<file path="src/rtl/flowprof_pkg.sv">
package flowprof_pkg;
  typedef enum logic [1:0] {
    HIST_NONE  = 2'd0,
    HIST_ONE   = 2'd1,
    HIST_READY = 2'd2
  } hist_e;
endpackage

</file>
<file path="src/rtl/flowprof_stagger.sv">
module flowprof_stagger #(
  parameter int N   = 4,
  parameter int LPW = 8
) (
  input  logic         clk,
  input  logic         rst,
  input  logic         en,
  output logic [N-1:0] active
);
  localparam int LAST = (N - 1) * LPW;
  localparam int LCW  = $clog2(LAST + 2);

  logic [LCW-1:0] lcnt;

  always_ff @(posedge clk) begin
    if (rst || !en) lcnt <= '0;
    else if (lcnt != LCW'(LAST)) lcnt <= lcnt + 1'b1;
  end

  for (genvar k = 0; k < N; k++) begin : g_start
    localparam int START = k * LPW;
    assign active[k] = en && (lcnt >= LCW'(START));
  end
endmodule

</file>
<file path="src/rtl/flowprof_engine.sv">
module flowprof_engine #(
  parameter int CNT_W  = 4,
  parameter int FRAC   = 8,
  parameter int LSW_LG = 5
) (
  input  logic                        clk,
  input  logic                        rst,
  input  logic                        act,
  input  logic [CNT_W-1:0]            cnt,
  output logic                        done,
  output logic [CNT_W+LSW_LG+FRAC-1:0] sigma_o,
  output logic [CNT_W+FRAC-1:0]       rho_o
);
  localparam int FW    = CNT_W + LSW_LG;
  localparam int RHO_W = CNT_W + FRAC;
  localparam int SIG_W = FW + FRAC;
  localparam int RW    = RHO_W + LSW_LG;
  localparam int DW    = ((SIG_W > RW) ? SIG_W : RW) + 1;

  logic [LSW_LG-1:0] ofs;
  logic [FW-1:0]     facc, f_now;
  logic [RW-1:0]     racc, r_now;
  logic [SIG_W-1:0]  smax, d_pos, s_new, f_fx;
  logic [RHO_W-1:0]  rho_ref, rate_new;
  logic signed [DW-1:0] fx, rx, d;
  logic last;

  always_comb begin
    f_now    = facc + {{LSW_LG{1'b0}}, cnt};
    r_now    = racc + {{LSW_LG{1'b0}}, rho_ref};
    f_fx     = {f_now, {FRAC{1'b0}}};
    fx       = {{(DW-SIG_W){1'b0}}, f_fx};
    rx       = {{(DW-RW){1'b0}}, r_now};
    d        = fx - rx;
    d_pos    = (d > 0) ? d[SIG_W-1:0] : '0;
    s_new    = (d_pos > smax) ? d_pos : smax;
    rate_new = f_fx[SIG_W-1:LSW_LG];
    last     = (ofs == '1);
  end

  always_ff @(posedge clk) begin
    if (rst || !act) begin
      ofs <= '0; facc <= '0; racc <= '0; smax <= '0; rho_ref <= '0;
      done <= 1'b0; sigma_o <= '0; rho_o <= '0;
    end else begin
      done <= last;
      ofs  <= ofs + 1'b1;
      if (last) begin
        sigma_o <= s_new;
        rho_o   <= rate_new;
        rho_ref <= rate_new;
        facc    <= '0;
        racc    <= '0;
        smax    <= '0;
      end else begin
        facc <= f_now;
        racc <= r_now;
        smax <= s_new;
      end
    end
  end

  // a window closes once, then the engine starts its next window
  assert_done_pulse_R1: assert property (@(posedge clk) disable iff (rst)
    done |=> !done);
  // the running peak never falls inside a window
  assert_peak_monotone_R3: assert property (@(posedge clk) disable iff (rst)
    (act && !last && $past(act) && ofs != '0) |-> (smax >= $past(smax)));
endmodule

</file>
<file path="src/rtl/flowprof_predict.sv">
module flowprof_predict #(
  parameter int SIG_W = 17,
  parameter int RHO_W = 12,
  parameter int FRAC  = 8
) (
  input  logic             clk,
  input  logic             rst,
  input  logic             en,
  input  logic             in_valid,
  input  logic [SIG_W-1:0] sig_in,
  input  logic [RHO_W-1:0] rho_in,
  output logic [SIG_W-1:0] sigma_pred,
  output logic [FRAC:0]    rho_pred,
  output logic             valid
);
  import flowprof_pkg::*;

  localparam logic signed [SIG_W+1:0] SMAX = {2'b00, {SIG_W{1'b1}}};
  localparam logic signed [RHO_W+1:0] RONE =
    {{(RHO_W+1-FRAC){1'b0}}, 1'b1, {FRAC{1'b0}}};

  hist_e            hist;
  logic [SIG_W-1:0] prev_s, s_clip;
  logic [RHO_W-1:0] prev_r;
  logic [FRAC:0]    r_clip;
  logic signed [SIG_W+1:0] es;
  logic signed [RHO_W+1:0] er;

  always_comb begin
    es = $signed({1'b0, sig_in, 1'b0}) - $signed({2'b00, prev_s});
    er = $signed({1'b0, rho_in, 1'b0}) - $signed({2'b00, prev_r});
    if (es < 0)          s_clip = '0;
    else if (es > SMAX)  s_clip = '1;
    else                 s_clip = es[SIG_W-1:0];
    if (er < 0)          r_clip = '0;
    else if (er > RONE)  r_clip = RONE[FRAC:0];
    else                 r_clip = er[FRAC:0];
  end

  always_ff @(posedge clk) begin
    if (rst || !en) begin
      hist <= HIST_NONE; prev_s <= '0; prev_r <= '0;
      valid <= 1'b0; sigma_pred <= '0; rho_pred <= '0;
    end else begin
      valid <= 1'b0;
      if (in_valid) begin
        prev_s <= sig_in;
        prev_r <= rho_in;
        if (hist == HIST_NONE) hist <= HIST_ONE;
        else begin
          hist       <= HIST_READY;
          valid      <= 1'b1;
          sigma_pred <= s_clip;
          rho_pred   <= r_clip;
        end
      end
    end
  end

  // predicted rate never above one unit per cycle
  assert_rate_ceiling_R5: assert property (@(posedge clk) disable iff (rst)
    valid |-> (rho_pred <= RONE[FRAC:0]));
  // every strobe follows a closing window and lasts one cycle
  assert_strobe_source_R6: assert property (@(posedge clk) disable iff (rst)
    valid |-> $past(in_valid));
  assert_strobe_pulse_R6: assert property (@(posedge clk) disable iff (rst)
    valid |=> !valid);
  // disable suppresses the strobe
  assert_disable_quiet_R7: assert property (@(posedge clk) disable iff (rst)
    !en |=> !valid);
endmodule

</file>
<file path="src/rtl/flow_profiler.sv">
module flow_profiler #(
  parameter int CNT_W  = 4,
  parameter int FRAC   = 8,
  parameter int LSW_LG = 5,
  parameter int N_LG   = 2,
  parameter int SIG_W  = CNT_W + LSW_LG + FRAC
) (
  input  logic             clk,
  input  logic             rst,
  input  logic             en,
  input  logic [CNT_W-1:0] cnt_in,
  output logic [SIG_W-1:0] sigma_pred,
  output logic [FRAC:0]    rho_pred,
  output logic             pred_valid
);
  localparam int N     = 1 << N_LG;
  localparam int LPW   = 1 << (LSW_LG - N_LG);
  localparam int RHO_W = CNT_W + FRAC;

  logic [N-1:0]     active, done;
  logic [SIG_W-1:0] e_sig [N];
  logic [RHO_W-1:0] e_rho [N];
  logic [SIG_W-1:0] sel_sig;
  logic [RHO_W-1:0] sel_rho;
  logic             any_done;

  flowprof_stagger #(.N(N), .LPW(LPW)) u_stagger (
    .clk(clk), .rst(rst), .en(en), .active(active));

  for (genvar k = 0; k < N; k++) begin : g_eng
    flowprof_engine #(.CNT_W(CNT_W), .FRAC(FRAC), .LSW_LG(LSW_LG)) u_eng (
      .clk(clk), .rst(rst), .act(active[k]), .cnt(cnt_in),
      .done(done[k]), .sigma_o(e_sig[k]), .rho_o(e_rho[k]));
  end

  always_comb begin
    sel_sig = '0;
    sel_rho = '0;
    for (int k = 0; k < N; k++) begin
      if (done[k]) begin
        sel_sig = e_sig[k];
        sel_rho = e_rho[k];
      end
    end
    any_done = |done;
  end

  flowprof_predict #(.SIG_W(SIG_W), .RHO_W(RHO_W), .FRAC(FRAC)) u_pred (
    .clk(clk), .rst(rst), .en(en), .in_valid(any_done),
    .sig_in(sel_sig), .rho_in(sel_rho),
    .sigma_pred(sigma_pred), .rho_pred(rho_pred), .valid(pred_valid));

  // staggered engines never close together
  assert_single_close_R1: assert property (@(posedge clk) disable iff (rst)
    $onehot0(done));
endmodule

</file>
<file path="config.mk">
export PLATFORM = sky130hd
export DESIGN_NAME = flow_profiler
export DESIGN_NICKNAME = d
export VERILOG_FILES = /design/src/rtl/flowprof_pkg.sv /design/src/rtl/flowprof_stagger.sv /design/src/rtl/flowprof_engine.sv /design/src/rtl/flowprof_predict.sv /design/src/rtl/flow_profiler.sv
export SDC_FILE = /design/constraint.sdc
export NUM_CORES = 1
export LEC_CHECK = 0
export ABC_AREA = 1
export BUFFER_PORTS_ARGS = -buffer_cell sky130_fd_sc_hd__buf_2
export CORE_AREA = 2 2 267 269
export DETAILED_ROUTE_END_ITERATION = 12
export DIE_AREA = 0 0 269 271
export PLACE_DENSITY = 0.44
export SLEW_MARGIN = 20
export SYNTH_ARGS = -nofsm -noshare
export SYNTH_HDL_FRONTEND = slang
export SYNTH_SLANG_ARGS = --single-unit
</file>
<file path="constraint.sdc">
create_clock -name clk -period 16.15 [get_ports clk]
set_input_delay 3.23 -clock clk [delete_from_list [all_inputs] [get_ports clk]]
set_output_delay 3.23 -clock clk [all_outputs]
set_load 0.005 [all_outputs]
</file>
==> metrics, run 1 <==
outcome=finished clean; total CTS buffers=43; routed len/inst=14.79 um; Die Y=271 um; Mean Syn Cell Area=6.900 sq um; CP Capture Type=flop; worst r2r path cells=36; DRC violations left=0; critical path's largest stage delay=0.79 ns; xor and xnor fraction of the mapped netlist area=3.776%; ANT cells=0; detailed-route via count=18,220; DP HPWL=46,140 um; dominant cell type by area after synthesis=dfxtp_1; Mapped Area=0.02081 sq mm; initial antenna violation count=0; Lkg Pwr=11.57 nW; Yosys reg bits=345; total chip power=2.279 mW; actual slew at the worst max-slew pin=1.064 ns; RSZ-0062 raised after global routing=false; Final Hold Violating Endpoints=0; Max VDD drop=73.62 uV; power per cell area=97.22 mW/mm^2; number of buffers added on ports=30; synth top area cells=dfxtp_1 (33%), nand2_1 (14%), ha_1 (11%); Worst Clk Skew=0.03447 ns; Worst EP arrival=9.63 ns; Hold Crit Class=reg2reg; grt total ovfl=0; Clock Latency Late Sink=0.59 ns; vias in the first global route=17,590; Worst R2R Start=g_eng[1].u_eng.rho_o[5]$_SDFFE_PP0P_; vias per cell=4.555; Ports=34; CTS tree=yes; final worst slack=7.029 ns; Tmin final=9.121 ns; hold worst-path end=g_eng[0].u_eng.ofs[0]$_SDFF_PP0_; CP Max Fanout=18; DP Worst Slack=6.462 ns; delay-heaviest family, CP=simple AND/OR/NAND/NOR gates; largest family of logic cells by synthesized area=simple AND/OR/NAND/NOR gates; worst hold stages=1; final instance area=0.02345 sq mm; initial core utilization=29.82%; most frequent cells in the layout=nand2_1 (764), inv_1 (451), dfxtp_1 (345), nor2_1 (324), nand3_1 (195); CORE AREA=0.06979 sq mm; DRT Pass-1 Iters=5; hold_sp=g_eng[0].u_eng.ofs[0]$_SDFF_PP0_; Area Growth Syn to Fin=12.66%; fin nets=3,226; largest net degree at the start of global routing=42; WL final=59,170 um; Multi-input gate area=0.01184 sq mm; CTS root buffer=clkbuf_16; Final period util=56.48%; CP Launch Type=input pin; max_cap viols=0; post-synthesis async set-or-reset flop share=0%; slowest CP cell=o21ai_0; Synth Area in Simple Gates=30.85%; routability-driven placement congestion ratio=0.8415; Post-synth EDFFs=0; first-pass GRT wire length=95,360 um; Tot GR Track Use=16.39%; cts-stage hold buffer count=0; Yosys warnings=0; # clock sinks=345; count of non-filler cells in the finished layout=4,000; clock transition at the registers of the reported paths=0.06 ns; mux contribution to synthesized area=0%; Die Area=0.07290 sq mm; placed insts=3,924; Final ANT Viol Nets=0; fmax=109.6 MHz; required time worst endpoint=16.66 ns; cells after synthesis=3,016; top-area cell type share of the netlist area=33.19%; Synth Flop Type=dfxtp_1; fin. max-slew vios=0; worst reg2reg endpoint=g_eng[1].u_eng.sigma_o[3]$_SDFFE_PP0P_; DRT iter0 DRCs=919; post-CTS sizing=0; Cell Area, Placed=0.02191 sq mm; htree depth=2; layout cell share with drive strength beyond 1=7.582%; std cell rows=97; WP buf/inv=7; Crit path top cell by count=inv_1; most common cell after layout, fill and taps aside=nand2_1; Worst slew margin=28.53%; post-route setup TNS=0 ns; sequential cell area=0.006907 sq mm; clock buffer depth=3; critical path class=in2reg; post-synthesis compound-gate area fraction=10.40%; adder-cell share of the synthesized area=11.78%; setup repair bufs after CTS=0; Reg2Reg Setup Slack=9.58 ns; register area share after synthesis=33.19%; post-synth cell types=52; Chip Width=269 um; Fillers=7,494; Setup-failing EPs final=0
[state kept, by name (all words and copies together), names as in the netlist, 6 cells and up]
name                 flops
u_pred.sigma_pred       17
g_eng.u_eng.rho_o       27
u_pred.rho_pred          6
u_pred.prev_r            9
g_eng.u_eng.racc        56
g_eng.u_eng.rho_ref      9
g_eng.u_eng.sigma_o     68
u_pred.prev_s           17
g_eng.u_eng.facc        36
g_eng.u_eng.smax        68
g_eng.u_eng.ofs         20
[per-layer routing]
layer	global-route usage, %	wire length, um	vias to the layer above
met5	0	0	-
met4	3.567	897	0
met3	1.930	1643	55
met2	26.63	26610	160
met1	23.12	30020	8373
li1	-	-	9630
[cells by family after synthesis]
kind of cell	after synthesis
and+or+nand+nor	1468
buffers and inverters	535
DFF	345
other	1
xor gates and xnor gates	85
AOI/OAI and AO/OA	392
adders and majority gates	190
[how the worst max path moves through the flow]
stage                                                  end  cells after the start      start
floorplan           g_eng[1].u_eng.sigma_o[5]$_SDFFE_PP0P_                     35  cnt_in[0]
global placement        g_eng[3].u_eng.smax[16]$_SDFF_PP0_                     30  cnt_in[1]
detailed placement      g_eng[3].u_eng.smax[16]$_SDFF_PP0_                     30  cnt_in[1]
CTS                     g_eng[3].u_eng.smax[16]$_SDFF_PP0_                     29  cnt_in[1]
global route        g_eng[3].u_eng.sigma_o[7]$_SDFFE_PP0P_                     30  cnt_in[1]
finish                  g_eng[3].u_eng.smax[16]$_SDFF_PP0_                     29  cnt_in[1]
[through the flow]
stage               hold slack [ns]  utilization, %
floorplan                    0.4175               -
global placement             0.4278           31.39
detailed placement           0.4394           31.39
CTS                          0.4530           33.60
global route                 0.4680           33.60
finish                       0.4480           33.60
[area by class of cell]
type,instances,share of cell area (%)
sequential,345,29.46
clock buffer,60,5.417
timing repair buffer,47,1.185
clock inverter,16,1.153
multi-input combinational,2138,50.50
tap,940,5.016
inverter,454,7.268
[synthesized netlist by cell type (all sizes together) (31+ instances only)]
library cell  count
nor2            337
a21oi           176
nand4            31
clkbuf           57
ha              180
xor2             58
nand2           790
o21ai           144
inv             453
nand3           248
dfxtp           345
[power by group]
group | internal (mW) | leakage [nW] | switching, mW | total, mW
clock network | 0.646 | 0.760 | 0.400 | 1.05
logic | 0.112 | 8.03 | 0.253 | 0.365
registers | 0.865 | 2.78 | 0.00378 | 0.869
total | 1.62 | 11.6 | 0.657 | 2.28
No activity file was read; power rests on OpenSTA's default activity.
==> inputs of run 2 (changes only) <==
- clock period: 16.15 -> 8.9 ns (I/O delays scaled with it)
==> metrics, run 2 (synthesis gave the netlist of run 1 again) <==
outcome=finished clean; largest registers=g_eng.u_eng.sigma_o: 68 flops, g_eng.u_eng.smax: 68 flops, g_eng.u_eng.racc: 56 flops; Reg2Reg Setup Slack=2.27 ns (-7.31 ns); detailed-route via count=18,350 (+0.73%); CP Max Fanout=18 (unchanged); WP buf/inv=7 (unchanged); Crit path top cell by count=inv_1; Tot GR Track Use=16.48% (+0.087 points); Worst Clk Skew=0.02873 ns (-0.005740 ns); DRT Pass-1 Iters=5 (unchanged); post-CTS sizing=0 (unchanged); routability-driven placement congestion ratio=0.8406 (-0.11%); Setup-failing EPs final=0 (unchanged); Lkg Pwr=11.60 nW (+0.22%); Chip Width=269 um (unchanged); max_cap viols=0 (unchanged); DRT iter0 DRCs=976 (+6.2%); Final Hold Violating Endpoints=0 (unchanged); CP Launch Type=input pin; Final ANT Viol Nets=0 (unchanged); slowest CP cell=o21ai_0; CORE AREA=0.06979 sq mm (unchanged); Worst R2R Start=g_eng[3].u_eng.rho_ref[3]$_SDFFE_PP0P_; actual slew at the worst max-slew pin=1.061 ns (-0.003197 ns); Ports=34 (unchanged); cts-stage hold buffer count=0 (unchanged); launch point of the worst path=cnt_in[1]; Die Y=271 um (unchanged); htree depth=2 (unchanged); Final period util=85.54%; Clock Latency Late Sink=0.59 ns (about the same); worst r2r path cells=33 (-8.3%); RSZ-0062 raised after global routing=false; vias per cell=4.581 (+0.58%); CP Capture Type=flop; initial core utilization=29.82% (unchanged); worst setup path end=g_eng[3].u_eng.smax[16]$_SDFF_PP0_; Crit. path cell count=29 (unchanged); Tmin final=7.613 ns; DP HPWL=46,500 um (+0.78%); fmax=131.3 MHz; sequential cell area=0.006907 sq mm (unchanged); DP Worst Slack=0.6888 ns (-5.773 ns); clock buffer depth=3 (unchanged); fin. max-slew vios=0 (unchanged); setup repair bufs after CTS=0 (unchanged); most common cell after layout, fill and taps aside=nand2_1; delay-heaviest family, CP=simple AND/OR/NAND/NOR gates; most frequent cells in the layout=nand2_1 (764), inv_1 (451), dfxtp_1 (345), nor2_1 (324), nand3_1 (195); WL final=59,530 um (+0.60%); post-route setup TNS=0 ns (unchanged); critical path class=in2reg; vias in the first global route=17,700 (+0.63%); critical path's largest stage delay=0.71 ns (-0.08 ns); CTS root buffer=clkbuf_16; total CTS buffers=44 (+2.3%); Core Util, Final=33.71% (+0.11 points); final worst slack=1.287 ns (-5.743 ns); Max VDD drop=173.0 uV (+130%); first-pass GRT wire length=95,490 um (+0.14%); number of buffers added on ports=30 (unchanged); Worst slew margin=28.75% (+0.21 points); clock transition at the registers of the reported paths=0.06 ns (about the same); grt total ovfl=0 (unchanged); CTS tree=yes; largest net degree at the start of global routing=42 (unchanged); std cell rows=97 (unchanged); Area Growth Syn to Fin=13.05%; layout cell share with drive strength beyond 1=7.730% (+0.15 points); Hold Crit Class=reg2reg; initial antenna violation count=1 (+1); fin nets=3,227 (+0.031%); Multi-input gate area=0.01184 sq mm (unchanged); worst reg2reg endpoint=g_eng[3].u_eng.smax[16]$_SDFF_PP0_; Worst EP arrival=8.13 ns (-1.50 ns); Die Area=0.07290 sq mm (unchanged); routed len/inst=14.86 um (+0.45%); ANT cells=0 (unchanged); # clock sinks=345 (unchanged); power per cell area=178.4 mW/mm^2 (+83%); Fillers=7,543 (+0.65%); required time worst endpoint=9.42 ns (-7.24 ns); DRC violations left=0 (unchanged)
-- run 2: changes by cell type in the layout (fill, tap and decap cells not counted), sizes merged --
cell / previous run / this run
clkbuf: 60 / 61
clkinv: 10 / 13
clkinvlp: 1 / 3
-- run 2: routing by layer --
| layer | global-route usage [%] | wire [um] | part of all wire (%) |
|---|---|---|---|
| met1 | 22.97 | 29660 | 50 |
| met2 | 26.53 | 26540 | 45 |
| met3 | 2.002 | 1883 | 3.2 |
| met4 | 4.708 | 1419 | 2.4 |
| met5 | 0 | 20 | 0.034 |
-- run 2: how the worst min path moves through the flow --
stage | slack (ns) | end | cells past startpoint | startpoint
after global placement | 0.43 | g_eng[2].u_eng.ofs[0]$_SDFF_PP0_ | 1 | g_eng[2].u_eng.ofs[0]$_SDFF_PP0_
after global routing | 0.46 | g_eng[3].u_eng.ofs[0]$_SDFF_PP0_ | 1 | g_eng[3].u_eng.ofs[0]$_SDFF_PP0_
after detailed placement | 0.44 | g_eng[3].u_eng.ofs[0]$_SDFF_PP0_ | 1 | g_eng[3].u_eng.ofs[0]$_SDFF_PP0_
after floorplan | 0.42 | g_eng[2].u_eng.ofs[0]$_SDFF_PP0_ | 1 | g_eng[2].u_eng.ofs[0]$_SDFF_PP0_
after CTS | 0.45 | g_eng[3].u_eng.ofs[0]$_SDFF_PP0_ | 1 | g_eng[3].u_eng.ofs[0]$_SDFF_PP0_
final | 0.44 | g_eng[3].u_eng.ofs[0]$_SDFF_PP0_ | 1 | g_eng[3].u_eng.ofs[0]$_SDFF_PP0_
-- run 2: cell type report --
cell class,count,share of cell area [%]
sequential,345,29.36
tap,940,4.999
clock buffer,61,5.462
inverter,454,7.244
clock inverter,21,1.425
timing repair buffer,47,1.181
multi-input combinational,2138,50.33
-- run 2: per-stage QoR --
stage                     total power [mW]  hold WS, ns  cell area [sq um]  instances
after floorplan                      2.133       0.4175              20820       3018
after global placement               2.265       0.4260              21910       3924
after detailed placement             2.279       0.4360              21910       3924
after CTS                            4.258       0.4496              23530       4006
after global routing                 4.437       0.4648              23530       4006
final                                4.196       0.4448              23530       4006
-- run 2: power breakdown --
group	leakage (nW)	switching [mW]	total [mW]	internal [mW]
sequential	2.78	0.00686	1.58	1.57
clock	0.786	0.756	1.95	1.20
combinational	8.03	0.464	0.667	0.203
